==> config.mk <==
export PLATFORM = sky130hd
export DESIGN_NAME = flash_cmd_decoder
export DESIGN_NICKNAME = d
export VERILOG_FILES = /design/src/rtl/flash_cmd_pkg.sv /design/src/rtl/cmd_cycle_match.sv /design/src/rtl/cmd_sequencer.sv /design/src/rtl/cmd_mode_regs.sv /design/src/rtl/flash_cmd_decoder.sv
export SDC_FILE = /design/constraint.sdc
export NUM_CORES = 1
export LEC_CHECK = 0
export ABC_AREA = 1
export BUFFER_PORTS_ARGS = -buffer_cell sky130_fd_sc_hd__buf_2
export CORE_MARGIN = 2
export CORE_UTILIZATION = 52
export DETAILED_ROUTE_END_ITERATION = 12
export HOLD_SLACK_MARGIN = 0.06
export PLACE_DENSITY = 0.8
export SYNTH_ARGS = -nofsm -noshare
export SYNTH_HDL_FRONTEND = slang
export SYNTH_SLANG_ARGS = --single-unit
==> constraint.sdc <==
create_clock -name clk_i -period 2.5 [get_ports clk_i]
set_clock_uncertainty 0.1 [all_clocks]
set_input_delay 0.25 -clock clk_i [delete_from_list [all_inputs] [get_ports clk_i]]
set_output_delay 0.25 -clock clk_i [all_outputs]
set_load 0.03 [all_outputs]
==> src/rtl/flash_cmd_pkg.sv <==
package flash_cmd_pkg;

  typedef enum logic [3:0] {
    CMD_NONE       = 4'd0,
    CMD_PROG       = 4'd1,
    CMD_CHIP_ERASE = 4'd2,
    CMD_SECT_ERASE = 4'd3,
    CMD_SECT_LOCK  = 4'd4,
    CMD_BYPASS     = 4'd5,
    CMD_SUSPEND    = 4'd6,
    CMD_RESUME     = 4'd7,
    CMD_ID_ENTER   = 4'd8,
    CMD_ID_EXIT    = 4'd9
  } cmd_e;

  typedef enum logic [2:0] {
    ST_IDLE,
    ST_UNLK1,
    ST_UNLK2,
    ST_PROG_ARM,
    ST_ERS3,
    ST_ERS4,
    ST_ERS5
  } seq_e;

  localparam logic [7:0] KEY_FIRST  = 8'hAA;
  localparam logic [7:0] KEY_SECOND = 8'h55;
  localparam logic [7:0] OP_PROG    = 8'hA0;
  localparam logic [7:0] OP_ERASE   = 8'h80;
  localparam logic [7:0] OP_ID_ON   = 8'h90;
  localparam logic [7:0] OP_ID_OFF  = 8'hF0;
  localparam logic [7:0] OP_CHIP    = 8'h10;
  localparam logic [7:0] OP_SECT    = 8'h30;
  localparam logic [7:0] OP_LOCK    = 8'h40;
  localparam logic [7:0] OP_SUSP    = 8'hB0;
  localparam logic [7:0] OP_RESUME  = 8'h30;

endpackage

==> src/rtl/cmd_cycle_match.sv <==
module cmd_cycle_match #(
  parameter int CMP_W = 16,
  parameter int CODE_W = 8,
  parameter logic [CMP_W-1:0] KEY_ADDR_A = 16'h5555,
  parameter logic [CMP_W-1:0] KEY_ADDR_B = 16'h2AAA
) (
  input  logic [CMP_W-1:0]  addr_i,
  input  logic [CODE_W-1:0] data_i,
  output logic              hit_a_o,
  output logic              hit_b_o,
  output logic [CODE_W-1:0] code_o
);
  assign hit_a_o = (addr_i == KEY_ADDR_A);
  assign hit_b_o = (addr_i == KEY_ADDR_B);
  assign code_o  = data_i;
endmodule

==> src/rtl/cmd_sequencer.sv <==
module cmd_sequencer
  import flash_cmd_pkg::*;
#(
  parameter int ADDR_W = 20,
  parameter int DATA_W = 16
) (
  input  logic              clk_i,
  input  logic              rst_ni,
  input  logic              wr_i,
  input  logic              busy_i,
  input  logic              bypass_i,
  input  logic              hit_a_i,
  input  logic              hit_b_i,
  input  logic [7:0]        code_i,
  input  logic [ADDR_W-1:0] addr_i,
  input  logic [DATA_W-1:0] data_i,
  output cmd_e              cmd_nxt_o,
  output logic              cmd_valid_o,
  output cmd_e              cmd_o,
  output logic [ADDR_W-1:0] cmd_addr_o,
  output logic [DATA_W-1:0] cmd_data_o
);
  seq_e st_q, st_nxt;
  cmd_e cmd_nxt;
  logic restart;

  always_comb begin
    st_nxt  = st_q;
    cmd_nxt = CMD_NONE;
    restart = 1'b0;
    if (wr_i && !busy_i) begin
      case (st_q)
        ST_IDLE: restart = 1'b1;
        ST_UNLK1: begin
          if (hit_b_i && code_i == KEY_SECOND) st_nxt = ST_UNLK2;
          else restart = 1'b1;
        end
        ST_UNLK2: begin
          if (hit_a_i && code_i == OP_PROG) st_nxt = ST_PROG_ARM;
          else if (hit_a_i && code_i == OP_ERASE) st_nxt = ST_ERS3;
          else if (hit_a_i && code_i == OP_ID_ON) begin
            st_nxt  = ST_IDLE;
            cmd_nxt = CMD_ID_ENTER;
          end else if (hit_a_i && code_i == OP_ID_OFF) begin
            st_nxt  = ST_IDLE;
            cmd_nxt = CMD_ID_EXIT;
          end else restart = 1'b1;
        end
        ST_PROG_ARM: begin
          st_nxt  = ST_IDLE;
          cmd_nxt = CMD_PROG;
        end
        ST_ERS3: begin
          if (hit_a_i && code_i == KEY_FIRST) st_nxt = ST_ERS4;
          else restart = 1'b1;
        end
        ST_ERS4: begin
          if (hit_b_i && code_i == KEY_SECOND) st_nxt = ST_ERS5;
          else restart = 1'b1;
        end
        ST_ERS5: begin
          st_nxt = ST_IDLE;
          if (hit_a_i && code_i == OP_CHIP) cmd_nxt = CMD_CHIP_ERASE;
          else if (code_i == OP_SECT) cmd_nxt = CMD_SECT_ERASE;
          else if (code_i == OP_LOCK) cmd_nxt = CMD_SECT_LOCK;
          else if (hit_a_i && code_i == OP_PROG) cmd_nxt = CMD_BYPASS;
          else restart = 1'b1;
        end
        default: st_nxt = ST_IDLE;
      endcase
      // mismatched or idle-step write: decode again from idle
      if (restart) begin
        st_nxt = ST_IDLE;
        if (bypass_i) cmd_nxt = CMD_PROG;
        else if (code_i == OP_SUSP) cmd_nxt = CMD_SUSPEND;
        else if (code_i == OP_RESUME) cmd_nxt = CMD_RESUME;
        else if (code_i == OP_ID_OFF) cmd_nxt = CMD_ID_EXIT;
        else if (hit_a_i && code_i == KEY_FIRST) st_nxt = ST_UNLK1;
      end
    end
  end

  assign cmd_nxt_o = cmd_nxt;

  always_ff @(posedge clk_i or negedge rst_ni) begin
    if (!rst_ni) begin
      st_q        <= ST_IDLE;
      cmd_valid_o <= 1'b0;
      cmd_o       <= CMD_NONE;
      cmd_addr_o  <= '0;
      cmd_data_o  <= '0;
    end else begin
      st_q        <= st_nxt;
      cmd_valid_o <= (cmd_nxt != CMD_NONE);
      cmd_o       <= cmd_nxt;
      if (cmd_nxt != CMD_NONE) begin
        cmd_addr_o <= addr_i;
        cmd_data_o <= data_i;
      end
    end
  end

  AST_STROBE_NEEDS_WRITE: assert property (@(posedge clk_i) disable iff (!rst_ni)
    cmd_valid_o |-> $past(wr_i && !busy_i));
  AST_BYPASS_PROG_ONLY: assert property (@(posedge clk_i) disable iff (!rst_ni)
    (cmd_valid_o && $past(bypass_i)) |-> (cmd_o == CMD_PROG));
  AST_BYPASS_TRACKER_IDLE: assert property (@(posedge clk_i) disable iff (!rst_ni)
    bypass_i |-> (st_q == ST_IDLE));
  AST_PREFIX_SILENT: assert property (@(posedge clk_i) disable iff (!rst_ni)
    (st_q inside {ST_UNLK1, ST_UNLK2, ST_ERS3, ST_ERS4}) |-> !cmd_valid_o);

endmodule

==> src/rtl/cmd_mode_regs.sv <==
module cmd_mode_regs
  import flash_cmd_pkg::*;
(
  input  logic clk_i,
  input  logic rst_ni,
  input  cmd_e cmd_nxt_i,
  output logic bypass_o,
  output logic id_mode_o
);
  logic bypass_q, id_q;

  always_ff @(posedge clk_i or negedge rst_ni) begin
    if (!rst_ni) begin
      bypass_q <= 1'b0;
      id_q     <= 1'b0;
    end else begin
      if (cmd_nxt_i == CMD_BYPASS) bypass_q <= 1'b1;
      if (cmd_nxt_i == CMD_ID_ENTER) id_q <= 1'b1;
      else if (cmd_nxt_i == CMD_ID_EXIT) id_q <= 1'b0;
    end
  end

  assign bypass_o  = bypass_q;
  assign id_mode_o = id_q;

  AST_BYPASS_STICKY: assert property (@(posedge clk_i) disable iff (!rst_ni)
    $past(bypass_q) |-> bypass_q);
  AST_ID_EXIT_CLEARS: assert property (@(posedge clk_i) disable iff (!rst_ni)
    $past(cmd_nxt_i == CMD_ID_EXIT) |-> !id_q);

endmodule

==> src/rtl/flash_cmd_decoder.sv <==
module flash_cmd_decoder
  import flash_cmd_pkg::*;
#(
  parameter int ADDR_W = 20,
  parameter int DATA_W = 16,
  parameter int CMP_W = 16,
  parameter logic [CMP_W-1:0] KEY_ADDR_A = 16'h5555,
  parameter logic [CMP_W-1:0] KEY_ADDR_B = 16'h2AAA
) (
  input  logic              clk_i,
  input  logic              rst_ni,
  input  logic              wr_i,
  input  logic [ADDR_W-1:0] wr_addr_i,
  input  logic [DATA_W-1:0] wr_data_i,
  input  logic              busy_i,
  output logic              cmd_valid_o,
  output logic [3:0]        cmd_o,
  output logic [ADDR_W-1:0] cmd_addr_o,
  output logic [DATA_W-1:0] cmd_data_o,
  output logic [1:0]        plane_o,
  output logic              bypass_o,
  output logic              id_mode_o
);
  localparam int CODE_W = 8;
  localparam int PLANE_LSB = ADDR_W - 2;

  logic              hit_a, hit_b;
  logic [CODE_W-1:0] code;
  cmd_e              cmd_nxt, cmd_q;

  cmd_cycle_match #(
    .CMP_W(CMP_W), .CODE_W(CODE_W),
    .KEY_ADDR_A(KEY_ADDR_A), .KEY_ADDR_B(KEY_ADDR_B)
  ) u_match (
    .addr_i (wr_addr_i[CMP_W-1:0]),
    .data_i (wr_data_i[CODE_W-1:0]),
    .hit_a_o(hit_a),
    .hit_b_o(hit_b),
    .code_o (code)
  );

  cmd_sequencer #(.ADDR_W(ADDR_W), .DATA_W(DATA_W)) u_seq (
    .clk_i      (clk_i),
    .rst_ni     (rst_ni),
    .wr_i       (wr_i),
    .busy_i     (busy_i),
    .bypass_i   (bypass_o),
    .hit_a_i    (hit_a),
    .hit_b_i    (hit_b),
    .code_i     (code),
    .addr_i     (wr_addr_i),
    .data_i     (wr_data_i),
    .cmd_nxt_o  (cmd_nxt),
    .cmd_valid_o(cmd_valid_o),
    .cmd_o      (cmd_q),
    .cmd_addr_o (cmd_addr_o),
    .cmd_data_o (cmd_data_o)
  );

  cmd_mode_regs u_mode (
    .clk_i    (clk_i),
    .rst_ni   (rst_ni),
    .cmd_nxt_i(cmd_nxt),
    .bypass_o (bypass_o),
    .id_mode_o(id_mode_o)
  );

  assign cmd_o   = cmd_q;
  assign plane_o = cmd_addr_o[ADDR_W-1:PLANE_LSB];

  AST_ID_ENTER_SETS: assert property (@(posedge clk_i) disable iff (!rst_ni)
    (cmd_valid_o && cmd_q == CMD_ID_ENTER) |-> id_mode_o);
  AST_BYPASS_ENTER_SETS: assert property (@(posedge clk_i) disable iff (!rst_ni)
    (cmd_valid_o && cmd_q == CMD_BYPASS) |-> bypass_o);

endmodule

Word-level counts from Yosys, hierarchy flattened
Index checks and enable logic that the tools add are counted.
{"block": "word_totals", "ff_bits": 46, "in_bits": 40, "output_inout_bits": 45, "word_cells": 90}
{"block": "op_classes", "eq_ne": 26, "mux": 43, "reduce_logical": 14}
{"op": "4-bit 2-to-1 mux", "n": 13}
{"op": "8-bit == test, second input constant", "n": 6}
{"op": "3-bit 2-to-1 mux", "n": 13}
{"op": "16-bit by 14-bit == test with 1-bit output, second input constant", "n": 1}
{"op": "16-bit by 15-bit == test with 1-bit output, second input constant", "n": 1}
{"op": "8-bit by 7-bit == test with 1-bit output, second input constant", "n": 2}
{"op": "3-bit case mux with 5 select lines", "n": 1}
{"op": "1-bit 2-to-1 mux", "n": 14}
{"op": "4-bit case mux with 3 select lines", "n": 1}
{"op": "3-bit == test, second input constant", "n": 3}
{"op": "3-bit by 1-bit != test with 1-bit output, second input constant", "n": 3}
{"op": "4-bit == test, second input constant", "n": 2}
{"op": "8-bit by 5-bit == test with 1-bit output, second input constant", "n": 1}
{"op": "8-bit by 6-bit == test with 1-bit output, second input constant", "n": 1}
{"op": "1-bit logical AND", "n": 8}
{"op": "3-bit by 2-bit == test with 1-bit output, second input constant", "n": 2}
{"op": "6-bit by 1-bit != test with 1-bit output, second input constant", "n": 1}
{"op": "6-bit AND reduction", "n": 1}
{"op": "1-bit case mux with 5 select lines", "n": 1}
{"op": "4-bit by 3-bit == test with 1-bit output, second input constant", "n": 1}
{"op": "4-bit nonzero test", "n": 1}
{"op": "3-bit by 1-bit == test with 1-bit output, second input constant", "n": 1}
{"op": "3-bit logical NOT", "n": 1}
{"op": "2-bit by 1-bit != test with 1-bit output, second input constant", "n": 1}
{"op": "3 further kinds", "n": 3}

Longest topological paths before layout
{"block": "logic_depth", "depth_word": 16, "ltp_mapped": 19, "mapped_depth_nobuf": 18}

Modules after synthesis
From an unflattened synthesis, not the netlist that was laid out.
{"block": "hier_totals", "hier_cells": 368, "area_unflattened_um2": 2750.1}
{"mod": "cmd_sequencer", "n_inst": 1, "cells_per_inst": 300, "area_per_inst_um2": 2409.8, "seq_area_each_um2": 1101.1}
{"mod": "cmd_cycle_match", "n_inst": 1, "cells_per_inst": 54, "area_per_inst_um2": 232.7, "seq_area_each_um2": 0.0}
{"mod": "cmd_mode_regs", "n_inst": 1, "cells_per_inst": 12, "area_per_inst_um2": 92.6, "seq_area_each_um2": 50.0}
{"mod": "flash_cmd_decoder", "n_inst": 1, "cells_per_inst": 2, "area_per_inst_um2": 15.0, "seq_area_each_um2": 0.0}

Worst setup path after synthesis
OpenSTA, ideal clock, no wires.
{"block": "synth_timing", "path_type": "register to register", "startpoint": "register u_seq.st_q[0]", "endpoint": "register u_seq.cmd_addr_o[18]", "setup_time_ns": 0.066, "arrival_ns": 1.818, "required_time_ns": 2.334, "slack_ns": 0.517, "stages_incl_launch_ff": 13, "path_buffers": 1, "period_less_slack_ns": 1.983, "path_cell_list": "dfrtp_1 nor3_2 nand3_2 nor2_2 nor2_4 nand2_4 inv_2 nor2_2 nor2_4 nor2_8 clkbuf_4 nand3_1 nand2_1"}
{"block": "synth_via", "elab_chain_len": 9, "word_cells_on_any_way": 18, "classes_between": "6 x eq/ne; 9 x mux; 3 x reduce/logical"}
{"element": "start: declaration", "line_no": "cmd_sequencer.sv:23", "text": "seq_e st_q, st_nxt;"}
{"element": "start signal: assignment", "line_no": "cmd_sequencer.sv:93", "text": "st_q <= st_nxt;"}
{"element": "3-bit == test or 3-bit by 2-bit == test with 1-bit output (tied branches)", "line_no": "cmd_sequencer.sv:32", "text": "case (st_q)"}
{"element": "4-bit case mux with 3 select lines", "line_no": "cmd_sequencer.sv:32"}
{"element": "4-bit 2-to-1 mux", "line_no": "cmd_sequencer.sv:77", "text": "else if (code_i == OP_ID_OFF) cmd_nxt = CMD_ID_EXIT;"}
{"element": "4-bit 2-to-1 mux", "line_no": "cmd_sequencer.sv:76", "text": "else if (code_i == OP_RESUME) cmd_nxt = CMD_RESUME;"}
{"element": "4-bit 2-to-1 mux", "line_no": "cmd_sequencer.sv:75", "text": "else if (code_i == OP_SUSP) cmd_nxt = CMD_SUSPEND;"}
{"element": "4-bit 2-to-1 mux", "line_no": "cmd_sequencer.sv:74", "text": "if (bypass_i) cmd_nxt = CMD_PROG;"}
{"element": "4-bit 2-to-1 mux *", "line_no": "cmd_sequencer.sv:72", "text": "if (restart) begin"}
{"element": "4-bit 2-to-1 mux *", "line_no": "cmd_sequencer.sv:31", "text": "if (wr_i && !busy_i) begin"}
{"element": "named net cmd_nxt[0]", "line_no": "flash_cmd_decoder.sv:29", "text": "cmd_e cmd_nxt, cmd_q;"}
{"element": "4-bit nonzero test *", "line_no": "cmd_sequencer.sv:96", "text": "if (cmd_nxt != CMD_NONE) begin"}
{"element": "end signal: assignment", "line_no": "cmd_sequencer.sv:97", "text": "cmd_addr_o <= addr_i;"}
{"element": "end: declaration", "line_no": "cmd_sequencer.sv:20", "text": "output logic [ADDR_W-1:0] cmd_addr_o,"}
The timed path passes the listed nets; every way through them passes the cells marked *. The select of a mux whose other input is x is not followed.
A chain may end at the register's enable or synchronous reset.

Worst setup path after layout
{"block": "layout_timing", "startpoint": "register u_seq.st_q[0]", "endpoint": "register u_seq.cmd_addr_o[17]"}
{"block": "layout_via", "elab_chain_len": 9, "word_cells_on_any_way": 18, "classes_between": "6 x eq/ne; 9 x mux; 3 x reduce/logical"}
{"element": "3-bit == test or 3-bit by 2-bit == test with 1-bit output (tied branches)", "line_no": "cmd_sequencer.sv:32"}
{"element": "4-bit case mux with 3 select lines", "line_no": "cmd_sequencer.sv:32"}
{"element": "4-bit 2-to-1 mux", "line_no": "cmd_sequencer.sv:77"}
{"element": "4-bit 2-to-1 mux", "line_no": "cmd_sequencer.sv:76"}
{"element": "4-bit 2-to-1 mux", "line_no": "cmd_sequencer.sv:75"}
{"element": "4-bit 2-to-1 mux", "line_no": "cmd_sequencer.sv:74"}
{"element": "4-bit 2-to-1 mux *", "line_no": "cmd_sequencer.sv:72"}
{"element": "4-bit 2-to-1 mux *", "line_no": "cmd_sequencer.sv:31"}
{"element": "4-bit nonzero test *", "line_no": "cmd_sequencer.sv:96"}
Every way passes the cells marked *; elsewhere a longest branch is shown, timed or not. The select of a mux whose other input is x is not followed.

==> flow_summary.ini <==
[cts]
numCtsBuffers = 5
insertion_delay_ns = 0.30
cts_tree = built
clock_sinks = 46
cts_buffer_depth = 2
root_buffer = clkbuf_8
cts.clk_slew.worst_paths_ns = 0.08
h-tree-depth = 2
post-cts-setup-buffer-count = 0

[worst_hold_path]
hold_class = in2reg

[logic_synthesis]
syn_area_per_cell_sq_um = 7.93
ys_seq_elements = 46
yosys_warnings = 0
synth_cell_types = 32
synthesis.nets = 401
syn_area_sq_mm = 0.00286
ys_seq_area_frac = 0.402
syn_inst = 361

[sta]
rsz0062_at_grt = false
finalMaxSlewViolations = 0
setup_viol = 0
fmax_ghz = 0.428
fin_tns_setup_ns = 0
period_share = 0.935
tightest_slew_ns = 0.541
relSlewSlack = 0.639
worst_slack_ns = 0.162
hold_viol = 0
period_needed_ns = 2.34

[detailed_routing]
met3_wirelength_microns = 437
routed.top_layer = met4
vias_per_cell = 5.05
m1WireLength_mm = 2.85
dr_total_vias = 2611
postRouteWirelength_mm = 6.53
first_pass_iters = 4
wl_met2_mm = 3.08
drtIter0Drc = 158
routedWlPerCell_microns = 12.6
route.detailed.drc = 0
ant_nets = 0

[worst_setup_path]
end_kind = flop
critical_path_arrival_ns = 2.42
crit_path_end = u_seq.cmd_addr_o[17]$_DFFE_PN0P_
setup.worst_path.class = reg2reg
critPathMaxFanout = 26
r2r_cells = 11
reg2reg_slack_ns = 0.16
r2r-start = u_seq.st_q[0]$_DFFE_PN0P_
cp-startpoint = u_seq.st_q[0]$_DFFE_PN0P_
required_ns = 2.58
r2r_end = u_seq.cmd_addr_o[17]$_DFFE_PN0P_
start_kind = flop

[placed_design]
portBuffers = 84
place_hpwl_mm = 4.85
post-place-ws_ns = 0.0853
gp_congestion = 0.939
dpl-instance-area_sq_mm = 0.00332

[global_routing]
grt_first_pass_wirelength_mm = 11.1
antenna_found_initial = 0
grt_pass1_vias = 2538
grt_usage = 0.223
grt-ovfl-total = 0
grt_max_degree = 38

[finish]
layout-drive-gt1-share = 0.315
layout_commonest_cell = buf_2
fin_nets = 484
n_fill_cell = 509
final_cell_mix = buf_2 (84), nand2_1 (75), nand3_1 (51)
area_growth_pct = 19.8
finish.instance_area_sq_mm = 0.00343
antennaDiodeCount = 0

[floorplanning]
coreArea_sq_mm = 0.00541
dieWidth_microns = 78.2
rows = 27
initial_core_util = 0.530
num_io_pins = 85
die_area_sq_mm = 0.00612
die_y_microns = 78.2

[power]
leakage_nw = 2.04
power_density_mw_per_mm2 = 871
irDropWorstVdd_mv = 0.616

[job]
drv_cap = 0

[run_status]
outcome = complete, no violations
## per-stage QoR
step / cells / utilization / power [mW] / hold slack (ns)
after floorplan: 361 / - / 2.09 / -0.146
after global placement: 508 / 0.613 / 2.44 / 0.162
after detailed placement: 508 / 0.613 / 2.46 / 0.164
after CTS: 517 / 0.635 / 3.02 / 0.148
after global routing: 517 / 0.635 / 3.17 / 0.162
final: 517 / 0.635 / 2.99 / 0.153
## cells by family after synthesis
kind of cell,count (synthesis),share of synthesized area
buffers and inverters,74,0.120
AND/OR/NAND/NOR,190,0.347
flip-flops,46,0.402
AO/OA/AOI/OAI,51,0.131
## power by group
group | switching (mW) | internal, mW
Sequential | 0.129 | 0.983
Clock | 0.245 | 0.299
Combinational | 0.930 | 0.401
Total | 1.30 | 1.68
## registers in the layout, indices dropped and copies added, names as in the netlist
name	count
u_seq.cmd_o	4
u_seq.st_q	3
u_seq.cmd_addr_o	20
u_seq.cmd_data_o	16
u_mode.bypass_o	1
u_mode.id_mode_o	1
u_seq.cmd_valid_o	1
## routing by layer
layer  global-route usage  vias to the layer above
met4               0.0789                        0
met5                    0                        -
met1                0.269                     1195
met2                0.394                       91
li1                     -                     1307
met3               0.0460                       18
## cell usage after synthesis (all sizes together)
master | n | area share
nand4 | 6 | 0.013
dfrtp | 46 | 0.40
a32oi | 1 | 0.0031
nand2 | 85 | 0.13
nand3b | 1 | 0.0026
nand3 | 54 | 0.10
buf | 14 | 0.038
o21bai | 36 | 0.094
o22ai | 2 | 0.0044
nor2 | 41 | 0.090
inv | 59 | 0.079
o21ai | 5 | 0.0087
nor3 | 3 | 0.0087
clkbuf | 1 | 0.0026
a31oi | 1 | 0.0022
a21oi | 6 | 0.018
## worst max-delay path, cell delays in order (launching register included)
cell and delay [ns]:
dfrtp_1 0.46, nor3_2 0.32, nand3_1 0.13, nor2_2 0.22
nor2_8 0.05, nand2_4 0.11, nand2_1 0.09, nand3_2 0.14
nand2_8 0.14, buf_4 0.21, o21bai_1 0.15, nand2_1 0.09
## repair_timing
item | 4_1_cts | 5_1_grt
endpoints found under the hold margin | 24 | 0
gates resized for setup | 0 | 0
hold buffers | 1 | 0
## final cells by class
class	instances	area, sq um	share of cell area
Clock inverter	1	30.0	0.00875
Sequential cell	46	1150	0.335
Tap cell	72	90.1	0.0262
Multi-Input combinational cell	241	1370	0.399
Clock buffer	7	76.3	0.0222
Timing Repair Buffer	91	488	0.142
Inverter	59	226	0.0660
## how the worst min path moves through the flow
stage | from | to | cells past startpoint | slack [ns]
4_1_cts | wr_data_i[9] | u_seq.cmd_data_o[9]$_DFFE_PN0P_ | 4 | 0.15
3_5_place_dp | rst_ni | u_seq.cmd_data_o[15]$_DFFE_PN0P_ | 1 | 0.16
6_report | wr_data_i[15] | u_seq.cmd_data_o[15]$_DFFE_PN0P_ | 4 | 0.15
3_3_place_gp | rst_ni | u_seq.cmd_data_o[15]$_DFFE_PN0P_ | 1 | 0.16
2_1_floorplan | rst_ni | u_mode.bypass_o$_DFFE_PN0N_ | 0 | -0.15
5_1_grt | wr_data_i[9] | u_seq.cmd_data_o[9]$_DFFE_PN0P_ | 4 | 0.16
Note: power is estimated with default switching activity, not from simulation.
